File: src/rtl/core_mem_ctrl.sv
module core_mem_ctrl #(
  parameter int PULSE_CYC = 320,
  parameter int GAP_CYC   = 8,
  parameter int SIDE      = 8,
  parameter int PLANES    = 8,
  localparam int IW = $clog2(SIDE),
  localparam int AW = 2 * IW
) (
  input  logic              clk,
  input  logic              rst_n,
  input  logic              req,
  input  logic              we,
  input  logic [AW-1:0]     addr,
  input  logic [PLANES-1:0] wdata,
  output logic [PLANES-1:0] rdata,
  output logic              busy,
  output logic              ack,
  output logic [SIDE-1:0]   row_sel_n,
  output logic [SIDE-1:0]   col_sel_n,
  output logic              drive_one,
  output logic [PLANES-1:0] inhibit,
  input  logic [PLANES-1:0] sense_n
);
  localparam int MAXC = (PULSE_CYC > GAP_CYC) ? PULSE_CYC : GAP_CYC;
  localparam int CW   = $clog2(MAXC + 1);

  typedef enum logic [2:0] {S_IDLE, S_CLR, S_READ, S_GAP1, S_REST, S_GAP2, S_DONE} st_t;

  st_t               st;
  logic [CW-1:0]     cnt;
  logic [AW-1:0]     addr_q;
  logic              we_q;
  logic [PLANES-1:0] wd_q;
  logic [PLANES-1:0] cap;
  logic              pulse, last;
  logic [PLANES-1:0] rest_data;

  assign pulse     = (st == S_READ) || (st == S_REST);
  assign last      = pulse ? (cnt == CW'(PULSE_CYC - 1)) : (cnt == CW'(GAP_CYC - 1));
  assign rest_data = we_q ? wd_q : cap;

  assign busy      = (st != S_IDLE);
  assign ack       = (st == S_DONE);
  assign drive_one = (st == S_REST);
  assign row_sel_n = pulse ? ~(SIDE'(1) << addr_q[AW-1:IW]) : '1;
  assign col_sel_n = pulse ? ~(SIDE'(1) << addr_q[IW-1:0])  : '1;
  assign inhibit   = (st == S_REST) ? ~rest_data : '0;

  always_ff @(posedge clk) begin
    if (!rst_n) begin
      st     <= S_IDLE;
      cnt    <= '0;
      addr_q <= '0;
      we_q   <= 1'b0;
      wd_q   <= '0;
      cap    <= '0;
      rdata  <= '0;
    end else begin
      case (st)
        S_IDLE: if (req) begin
          addr_q <= addr;
          we_q   <= we;
          wd_q   <= wdata;
          st     <= S_CLR;
        end
        S_CLR: begin
          cap <= '0;
          cnt <= '0;
          st  <= S_READ;
        end
        S_DONE: st <= S_IDLE;
        default: begin
          cnt <= last ? '0 : cnt + 1'b1;
          if (st == S_READ) cap <= cap | ~sense_n;
          if (last) begin
            case (st)
              S_READ:  st <= S_GAP1;
              S_GAP1:  st <= S_REST;
              S_REST:  st <= S_GAP2;
              default: begin
                st    <= S_DONE;
                rdata <= cap;
              end
            endcase
          end
        end
      endcase
    end
  end
endmodule

File: config.mk
export PLATFORM = sky130hd
export DESIGN_NAME = core_mem_ctrl
export DESIGN_NICKNAME = d
export VERILOG_FILES = /design/src/rtl/core_mem_ctrl.sv
export SDC_FILE = /design/constraint.sdc
export NUM_CORES = 1
export LEC_CHECK = 0
export ABC_AREA = 1
export BUFFER_PORTS_ARGS = -buffer_cell sky130_fd_sc_hd__clkbuf_2
export CAP_MARGIN = 20
export CORE_ASPECT_RATIO = 0.9
export CORE_MARGIN = 2
export CORE_UTILIZATION = 30
export DETAILED_ROUTE_END_ITERATION = 12
export HOLD_SLACK_MARGIN = 0.12
export PLACE_DENSITY = 0.55
export SETUP_SLACK_MARGIN = 0.5
export SYNTH_ARGS = -nofsm -noshare
export SYNTH_HDL_FRONTEND = slang
export SYNTH_SLANG_ARGS = --single-unit
File: constraint.sdc
create_clock -name clk -period 1.8 [get_ports clk]
set_input_delay 0.36 -clock clk [delete_from_list [all_inputs] [get_ports clk]]
set_output_delay 0.36 -clock clk [all_outputs]
set_load 0.1 [all_outputs]
Yosys cells after proc, flatten, opt, wreduce, memory -nomap -nowiden. Cells that the tools add are included.

Flip-flop bits (word level): 43. Bits of input ports: 26. Output and inout bits: 35. Logic and storage cells: 51.

$add $sub $neg: 1. Equal/unequal tests: 8. Shift-type cells: 2. Mux-type cells: 13. Bitwise operators: 8. Reduce and logical (&&, ||, !) cells: 12.

Operators by type and width (count): 2-to-1 mux 8 bit (5); inverter 8 bit (4); one-hot mux 3 bit (3 select lines) (2); one-hot mux 9 bit (2 select lines) (1); one-hot mux 8 bit (2 select lines) (1); << shifter 1 x 3 -> 8 bit, first input constant (2); adder 9 x 1 -> 9 bit, second input constant (1); == test 9 x 3 -> 1 bit, second input constant (1); == test 9 bit, second input constant (1); 2-to-1 mux 9 bit (1); bitwise OR 8 bit (1); == test 3 x 2 -> 1 bit, second input constant (2); == test 3 bit, second input constant (2); 2-to-1 mux 3 bit (2); AND reduction 2 bit (3); OR reduction 3 bit (2); nonzero test 4 bit (1); == test 3 x 1 -> 1 bit, second input constant (1); logical NOT 3 bit (1); inverter 1 bit (3); AND reduction 3 bit (1); nonzero test 3 bit (1); != test 2 bit, second input constant (1); nonzero test 2 bit (1); 3 further kinds (3).

Depth between registers and ports, before layout. Gate-level depths: netlist of the first run.

Word-level depth: 5. Depth in mapped cells: 12. Mapped depth without buffers: 12.

Worst setup path before layout of the first run. No wires, ideal clock.

Kind: register to output. From: register we_q. To: output inhibit[6]. Arrival: 3.138 ns. Setup slack: -1.698 ns. Stages on the path, launching flop included: 5. Path buffers: 2. Cell sequence: dfxtp_1 -> clkbuf_1 -> buf_1 -> nor2_1 -> a211oi_1.

Longest elaborated chain between the ends: 3.

Ends and longest elaborated chain: from (decl) (line 32) `logic we_q;`; from (signal assigned) (line 62) `we_q <= we;`; 2-to-1 mux 8 bit (line 40) `assign rest_data = we_q ? wd_q : cap;`; inverter 8 bit (line 47) `assign inhibit = (st == S_REST) ? ~rest_data : '0;`; 2-to-1 mux 8 bit (line 47); to (decl) (line 21) `output logic [PLANES-1:0] inhibit,`.

Every way passes these cells.

Final worst setup path of the first run.
From: register st[1]. To: output ack.

Longest elaborated chain between the ends: 1.

Ends and longest elaborated chain: from (decl) (line 29) `st_t st;`; from (signal assigned) (line 51) `st <= S_IDLE;`; from (signal assigned) (line 64) `st <= S_CLR;`; from (signal assigned) (line 69) `st <= S_READ;`; == test 3 bit (line 43) `assign ack = (st == S_DONE);`; to (decl) (line 17) `output logic ack,`.

Every way passes these cells.

==> impl_metrics.py, run 1 <==
metrics = {
    "run_status": {
        "status": "complete, but fails checks",
        "violations": "negative setup slack",
    },
    "synth": {
        "synth_cells": 297,
        "synth_area_leaders": "dfxtp_1 40%, nand2_1 10%, a21oi_1 9.9%, nor2_1 6.2%, inv_1 5.8%",
        "synth-async-reset-ratio": 0,
        "synth_area_per_cell_um2": 7.17,
        "ys_warn_count": 0,
        "synth-seq-area-share": 0.404,
        "synth_ff_type": "dfxtp_1",
        "yosys.area.top_type": "dfxtp_1",
        "ys_types": 32,
        "synthesis.nets": 324,
        "ys_seq_elements": 43,
        "synth-edff-count": 0,
        "synth_top_cell_area_share": 0.404,
        "netlist_area_um2": 2130,
    },
    "floorplan": {
        "die_w_um": 92.8,
        "fp.dieArea_um2": 7790,
        "ios": 61,
        "rows": 29,
        "chipHeight_um": 83.9,
        "start_util": 0.305,
        "core-area_um2": 6970,
    },
    "timing": {
        "finalHoldViolCount": 0,
        "slew_viol_final": 0,
        "setup-violations-final": 18,
        "slew_headroom": 0.690,
        "finalWorstSetupSlack_ps": -59.6,
        "grt_setup_unrepaired": "yes",
        "max_freq_mhz": 538,
        "period_needed_ps": 1860,
        "period_share": 1.03,
        "skew_ps": 9.74,
        "worst_pin_slew_ps": 465,
        "tns_ps": -865,
    },
    "setup_path": {
        "arrival_ps": 1500,
        "path_cells": "buf_4 > nand3_1 > clkinvlp_4 > buf_12",
        "cpPeakStageDelay_ps": 380,
        "worst_path_max_delay_cell": "dfxtp_4",
        "rr_endpoint": "rdata[7]",
        "start_kind": "flop",
        "end_kind": "output pin",
        "rr_startpoint": "st[1]",
        "required_ps": 1440,
        "reg2regPathDepth": 13,
        "critPathMaxFanout": 4,
        "rrSetupSlack_ps": 30,
        "criticalPathCategory": "reg2out",
    },
    "clocking": {
        "clock_sinks": 43,
        "clock_latency_ps": 300,
        "clkTransAtPathRegs_ps": 100,
        "cts_inserted_buffers": 5,
        "clockBufferDepth": 2,
        "htree_levels": 2,
        "cts_hold_buffers": 0,
        "root_buffer": "clkbuf_8",
        "cts_tree": "yes",
    },
    "final_layout": {
        "fin_nets": 421,
        "finalNonFillerCells": 488,
        "stdcell_area_um2": 4220,
        "drive_above_1_share": 0.529,
        "layout_commonest_cell": "dfxtp_1",
        "final_cell_mix": "37 x dfxtp_1, 36 x buf_12, 32 x inv_1",
        "diodes": 0,
        "syn_to_final_growth_pct": 98.3,
    },
    "drt": {
        "dr.pass1.iters": 4,
        "post_drt_wl_per_cell_um": 14.0,
        "route.detailed.drc": 0,
        "final_antenna_net_count": 0,
        "wl_um": 6840,
        "viasPerCell": 4.71,
        "vias": 2299,
        "drt_iter0_markers": 99,
    },
    "placement": {
        "placed_cells": 451,
        "portBuffers": 60,
        "gp_congestion": 0.756,
        "dpl_cell_area_um2": 3450,
        "dp_hpwl_um": 4440,
    },
    "global_routing": {
        "track_usage": 0.160,
        "antenna_found_initial": 0,
        "grt_max_degree": 20,
        "grt_pass1_vias": 2105,
        "grt_pass1_wl_um": 10000,
        "grt.overflow.total": 0,
    },
    "pwr": {
        "power.leakage_nw": 1.71,
        "peakVddDrop_mv": 1.42,
        "p_per_area_nw_per_um2": 1520,
        "power_mw": 6.42,
    },
    "worst_hold_path": {
        "min_to": "we_q",
        "holdPathStages": 3,
        "hold_path.class": "in2reg",
        "min-delay-start": "we",
    },
    "flow_run": {
        "max_cap_viol_count": 0,
    },
}
per-layer routing:
| metal | vias up | part of all wire | track usage |
|---|---|---|---|
| met4 | 0 | 0.016 | 0.0548 |
| met5 | - | 0 | 0 |
| met3 | 10 | 0.043 | 0.0316 |
| met1 | 1077 | 0.43 | 0.211 |
| met2 | 63 | 0.51 | 0.260 |
| li1 | 1149 | - | - |
where the power goes:
group          internal, mW  total (mW)  switching (mW)
Sequential             1.12        1.32           0.196
Clock                 0.278       0.659           0.381
Combinational          1.76        4.44            2.68
flip-flops by register name, indices dropped and copies added (netlist names), named ones only:
signal and flops:
rdata 8, addr_q 6, cap 8, st 2, we_q 1, wd_q 8, cnt 9
metrics by stage:
stage          hold WS, ps   util  setup slack (ps)
2_1_floorplan          443      -              -113
3_3_place_gp           462  0.495               188
3_5_place_dp           465  0.495               163
4_1_cts                293  0.539             -75.5
5_1_grt                311  0.606              -111
6_report               299  0.606             -59.6
worst max-delay path by stage:
stage,depth (start not counted),to,from,slack (ps)
6_report,4,ack,st[1],-60
5_1_grt,8,row_sel_n[4],st[0],-110
4_1_cts,8,row_sel_n[4],st[0],-80
3_5_place_dp,3,st[0],rst_n,160
3_3_place_gp,3,st[0],rst_n,190
2_1_floorplan,5,inhibit[6],st[0],-110
logic make-up (layout without fill, tap and decap cells):
family	after synthesis	after routing	share of synthesized area
simple gates	132	134	0.300
compound gates	69	69	0.179
fa+ha+maj	1	1	0.00588
flops	43	43	0.404
buf+inv	49	145	0.0988
xor+xnor	3	3	0.0123
critical path, delay by kind of cell (launching register included):
kind,cells,cell delay [ps]
DFF,1,380
buffers and inverters,3,530
and+or+nand+nor,1,290
synth_stat cells, types with 3 or more instances:
library cell and instances:
o21ai_0 14, a21oi_1 42, clkbuf_1 3, nand2_4 7, dfxtp_1 43, nor2_1 35
inv_1 33, nand2_1 59, a211oi_1 8, nand2_2 3, nand3_1 18, inv_2 6
area by class of cell:
class | count | area (µm²)
clock buffers | 5 | 68.8
clock inverters | 3 | 23.8
fillers | 585 | 2750
inverters | 40 | 203
multi-input cells | 207 | 1710
flip-flops and latches | 43 | 876
well taps | 93 | 116
repair buffers | 97 | 1230
timing repair:
item,4_1_cts,5_1_grt
gates resized for setup,30,76
cloned,1,3
setup buffers,10,15
endpoints found under the hold margin,0,0
pin swaps,11,18
endpoints found under the setup margin,70,70
Power figures use the tool's default switching activity.
==> run 2: changes to the inputs <==
Settings changed: CELL_PAD_IN_SITES_DETAIL_PLACEMENT set to 0, CELL_PAD_IN_SITES_GLOBAL_PLACEMENT set to 1, PLACE_DENSITY 0.55 to 0.72.
==> run 2 against run 1 <==
  * Critical path depth grew 4
  * The run still ends with negative setup slack left
  * Count of clock-buffer cells in the layout is 1 higher
  * Hold slack gained 14 ps
  * Sequential share of layout area is 0.16 points higher
  * Combinational power down 6.1%
  * Sequential cell count stayed put
  * Via count fell by 2.4%
==> impl_metrics.py, run 2 (synthesis gave the netlist of run 1 again) <==
metrics = {
    "floorplan": {
        "chipHeight_um": 83.9,
        "ios": 61,
        "start_util": 0.305,
        "fp.dieArea_um2": 7790,
        "core-area_um2": 6970,
        "die_w_um": 92.8,
        "rows": 29,
    },
    "setup_path": {
        "criticalPathCategory": "reg2out",
        "critPathMaxFanout": 5,
        "required_ps": 1440,
        "end_kind": "output pin",
        "start_kind": "flop",
        "path_cells": "inv_4 > nand2_4 > nand2_4 > nand2_8 > nor2_4 > buf_12 > nand2_8 > buf_12",
        "arrival_ps": 1470,
        "crit_family": "buffers and inverters",
        "cpPeakStageDelay_ps": 380,
        "worst_path_max_delay_cell": "dfxtp_4",
        "cp_num_buf_inv": 3,
    },
    "clocking": {
        "htree_levels": 2,
        "cts_inserted_buffers": 5,
        "clock_latency_ps": 300,
        "root_buffer": "clkbuf_8",
        "clockBufferDepth": 2,
        "cts_tree": "yes",
        "clkTransAtPathRegs_ps": 80,
        "clock_sinks": 43,
    },
    "drt": {
        "route.detailed.drc": 0,
        "final_antenna_net_count": 0,
        "vias": 2244,
        "wl_um": 6750,
        "dr.pass1.iters": 4,
        "post_drt_wl_per_cell_um": 13.9,
        "viasPerCell": 4.62,
        "drt_iter0_markers": 78,
    },
    "worst_hold_path": {
        "hold_path.class": "in2reg",
    },
    "final_layout": {
        "regArea_um2": 877,
        "syn_to_final_growth_pct": 97.1,
        "fillCellCount": 583,
        "diodes": 0,
        "fin_nets": 419,
        "top_register": "cnt",
        "fin_util": 0.602,
        "multi_input_area_um2": 1710,
        "stdcell_area_um2": 4190,
        "largest_reg_flops": 9,
        "final_cell_mix": "36 x dfxtp_1, 36 x buf_12, 31 x inv_1",
        "drive_above_1_share": 0.560,
    },
    "global_routing": {
        "antenna_found_initial": 0,
        "grt.overflow.total": 0,
        "grt_max_degree": 22,
        "track_usage": 0.163,
        "grt_pass1_wl_um": 10300,
        "grt_pass1_vias": 2149,
    },
    "timing": {
        "max_freq_mhz": 547,
        "setup-violations-final": 21,
        "slew_headroom": 0.719,
        "worst_pin_slew_ps": 420,
        "skew_ps": 4.44,
        "finalHoldViolCount": 0,
        "finalWorstSetupSlack_ps": -26.7,
        "period_needed_ps": 1830,
        "slew_viol_final": 0,
        "grt_setup_unrepaired": "yes",
        "period_share": 1.01,
    },
    "pwr": {
        "intPower_mw": 3.14,
        "p_comb_frac": 0.667,
        "p_switching_mw": 3.12,
        "swShare": 0.499,
        "p_per_area_nw_per_um2": 1490,
        "peakVddDrop_mv": 1.37,
        "power.share.clock": 0.126,
        "power.leakage_nw": 1.74,
        "power.share.sequential": 0.207,
    },
    "placement": {
        "dp_hpwl_um": 4360,
        "dpl_cell_area_um2": 3460,
        "gp_congestion": 0.800,
        "portBuffers": 60,
        "post-place-ws_ps": 172,
    },
    "run_status": {
        "status": "complete, but fails checks",
        "violations": "negative setup slack",
    },
    "flow_run": {
        "max_cap_viol_count": 0,
    },
}
## run 2: path summary, 6_finish.rpt
kind	start	to	slack (ps)	depth (start not counted)
max	st[1]	col_sel_n[4]	-30	8
min	wdata[4]	wd_q[4]	310	3
max reg2reg	st[1]	flop	90	13
min reg2reg	cap[1]	rdata[1]	470	2
## run 2: cell type report
cell class / count / area share
timing repair buffer: 95 / 0.284
tap: 93 / 0.0277
sequential: 43 / 0.209
clock inverter: 2 / 0.00835
clock buffer: 6 / 0.0197
inverter: 40 / 0.0433
multi-input combinational: 207 / 0.408
## run 2: worst min-delay path: stages
cell      delay, ps
clkbuf_2         90
nand3_1          70
a21oi_1          60
## run 2: power groups by stage
stage | registers, mW | clock network (mW) | logic, mW
2_1_floorplan | 1.26 | 0 | 2.36
3_3_place_gp | 1.31 | 0 | 3.26
3_5_place_dp | 1.32 | 0 | 3.28
4_1_cts | 1.28 | 0.818 | 3.52
5_1_grt | 1.31 | 0.848 | 4.40
6_report | 1.29 | 0.789 | 4.17
## run 2: through the flow
| step | power [mW] | hold slack [ps] | setup TNS (ps) | instances |
|---|---|---|---|---|
| floorplan | 3.61 | 443 | -553 | 297 |
| global placement | 4.57 | 457 | 0 | 452 |
| detailed placement | 4.60 | 458 | 0 | 452 |
| CTS | 5.62 | 304 | -690 | 471 |
| global route | 6.56 | 308 | -1700 | 486 |
| finish | 6.26 | 313 | -357 | 486 |
## run 2: routing by layer
layer	global-route usage	vias to the layer above	routed length (µm)
met1	0.219	1049	2970
met4	0.0481	0	106
li1	-	1137	-
met5	0	-	0
met2	0.267	46	3440
met3	0.0289	12	234
## run 2: timing repair
action / CTS / global route
setup buffers: 10 / 13
resized for setup: 43 / 72
setup endpoints to repair: 70 / 72
pin swaps: 10 / 11
hold buffers: 0 / 0
endpoints found under the hold margin: 0 / 0
cloned: 1 / 2
==> run 3: changes to the inputs <==
Clock period 1.8 ns to 2.05 ns, I/O delays scaled along.
==> run 3 against run 2 <==
  * The flow now finishes without violations
  * Cell count fell by 1.2%
  * Sequential power fell by 13%
  * Non-clock buffer count fell by 5
  * Critical path depth fell by 1
  * Global-route usage barely moved
  * First-iteration DRC count rose by 21%
  * Combinational power fell by 24%
  * Register-to-register slack improved by 200 ps
  * Utilization fell by 6.4 points
  * Hold slack improved by 49 ps
  * Count of clock-buffer cells in the layout did not move
  * Sequential cell count did not move
  * Largest power group unchanged
  * Highest routed layer unchanged
==> impl_metrics.py, run 3 (synthesis gave the netlist of run 1 again) <==
metrics = {
    "drt": {
        "drt_iter0_markers": 94,
        "dr.pass1.iters": 4,
        "wl_um": 6290,
        "viasPerCell": 4.56,
        "vias": 2188,
        "route.detailed.drc": 0,
        "post_drt_wl_per_cell_um": 13.1,
        "final_antenna_net_count": 0,
    },
    "timing": {
        "finalHoldViolCount": 0,
        "period_needed_ps": 1890,
        "max_freq_mhz": 528,
        "skew_ps": 7.88,
        "period_share": 0.924,
        "slew_headroom": 0.637,
        "tns_ps": 0,
        "hold_ws_ps": 362,
        "grt_setup_unrepaired": "yes",
        "setup-violations-final": 0,
        "slew_viol_final": 0,
        "worst_pin_slew_ps": 547,
    },
    "final_layout": {
        "final_cell_mix": "38 x nand2_1, 37 x dfxtp_1, 35 x a21oi_1",
        "fin_nets": 413,
        "syn_to_final_growth_pct": 76.2,
        "largest_reg_flops": 9,
        "diodes": 0,
        "drive_above_1_share": 0.473,
        "top_register": "cnt",
        "layout_commonest_cell": "nand2_1",
    },
    "setup_path": {
        "required_ps": 1640,
        "start_kind": "flop",
        "end_kind": "output pin",
        "criticalPathCategory": "reg2out",
        "critPathMaxFanout": 5,
        "arrival_ps": 1480,
    },
    "clocking": {
        "clockBufferDepth": 2,
        "clock_sinks": 43,
        "clkTransAtPathRegs_ps": 90,
        "cts_inserted_buffers": 5,
        "htree_levels": 2,
        "cts_hold_buffers": 0,
        "root_buffer": "clkbuf_8",
        "clock_latency_ps": 300,
        "cts_tree": "yes",
    },
    "floorplan": {
        "ios": 61,
        "core-area_um2": 6970,
        "fp.dieArea_um2": 7790,
        "rows": 29,
        "die_w_um": 92.8,
        "start_util": 0.305,
        "chipHeight_um": 83.9,
    },
    "flow_run": {
        "max_cap_viol_count": 0,
    },
    "pwr": {
        "power.share.sequential": 0.233,
        "power.leakage_nw": 1.65,
        "power_mw": 4.83,
        "peakVddDrop_mv": 0.486,
        "p_comb_frac": 0.655,
        "p_per_area_nw_per_um2": 1290,
        "p_switching_mw": 2.45,
        "power.share.clock": 0.113,
        "swShare": 0.507,
        "intPower_mw": 2.38,
    },
    "placement": {
        "dp_hpwl_um": 4400,
        "portBuffers": 60,
        "gp_congestion": 0.826,
    },
    "global_routing": {
        "grt_pass1_wl_um": 10100,
        "grt_pass1_vias": 2077,
        "grt.overflow.total": 0,
        "antenna_found_initial": 0,
        "grt_max_degree": 22,
        "track_usage": 0.163,
    },
    "worst_hold_path": {
        "hold_path.class": "in2reg",
    },
    "run_status": {
        "status": "completed",
    },
}
run 3: cell types whose count changed in the layout (fill, tap and decap cells not counted), sizes merged:
cell,previous run,this run
buf,66,60
bufinv,1,0
clkbuf,35,36
clkinvlp,1,2
nand2,70,69
run 3: what timing repair did:
item                       in CTS  in global routing
setup endpoints to repair      60                 62
pin swaps                      12                 14
gates cloned                    1                  0
resized for setup              26                 39
setup buffers                  10                 15
run 3: worst paths after layout:
path / to / start / slack, ps / cells past startpoint
setup / recovery: col_sel_n[4] / st[0] / 160 / 7
hold / removal: wd_q[7] / wdata[7] / 360 / 3
setup reg to reg: rdata[7] / st[1] / 290 / 13
hold reg to reg: cnt[1] / cnt[1] / 480 / 2
run 3: stage by stage:
| step | utilization | std cells | instance area [µm²] | setup WS, ps |
|---|---|---|---|---|
| floorplan | - | 297 | 2440 | 80.1 |
| global placement | 0.462 | 446 | 3220 | 274 |
| detailed placement | 0.462 | 446 | 3220 | 232 |
| CTS | 0.501 | 465 | 3490 | 124 |
| global route | 0.538 | 480 | 3750 | 97.1 |
| finish | 0.538 | 480 | 3750 | 155 |
run 3: power by group through the flow:
| stage | Clock [mW] | Sequential (mW) | Combinational (mW) |
|---|---|---|---|
| CTS | 0.564 | 1.12 | 2.88 |
| floorplan | 0 | 1.09 | 1.92 |
| finish | 0.544 | 1.12 | 3.16 |
| global placement | 0 | 1.12 | 2.56 |
| global route | 0.592 | 1.14 | 3.36 |
| detailed placement | 0 | 1.13 | 2.57 |
run 3: routing by layer:
metal,track usage,share of wire,vias to the layer above
li1,-,-,1122
met1,0.209,0.44,1015
met2,0.269,0.51,44
met3,0.0334,0.039,7
met4,0.0588,0.013,0
met5,0,0,-
run 3: critical path, stage by stage, from the launching register on:
cell     delay [ps]
dfxtp_4         370
inv_6            70
nand2_4          70
nand2_4          90
nand2_8          80
nor2_4          230
nand2_4          80
buf_12          180
run 3: final cells by class:
class	count	area [µm²]
Clock buffer	6	72.6
Clock inverter	2	12.5
Fill cell	637	3220
Inverter	40	176
Multi-Input combinational cell	206	1500
Sequential cell	43	876
Tap cell	93	116
Timing Repair Buffer	90	1000
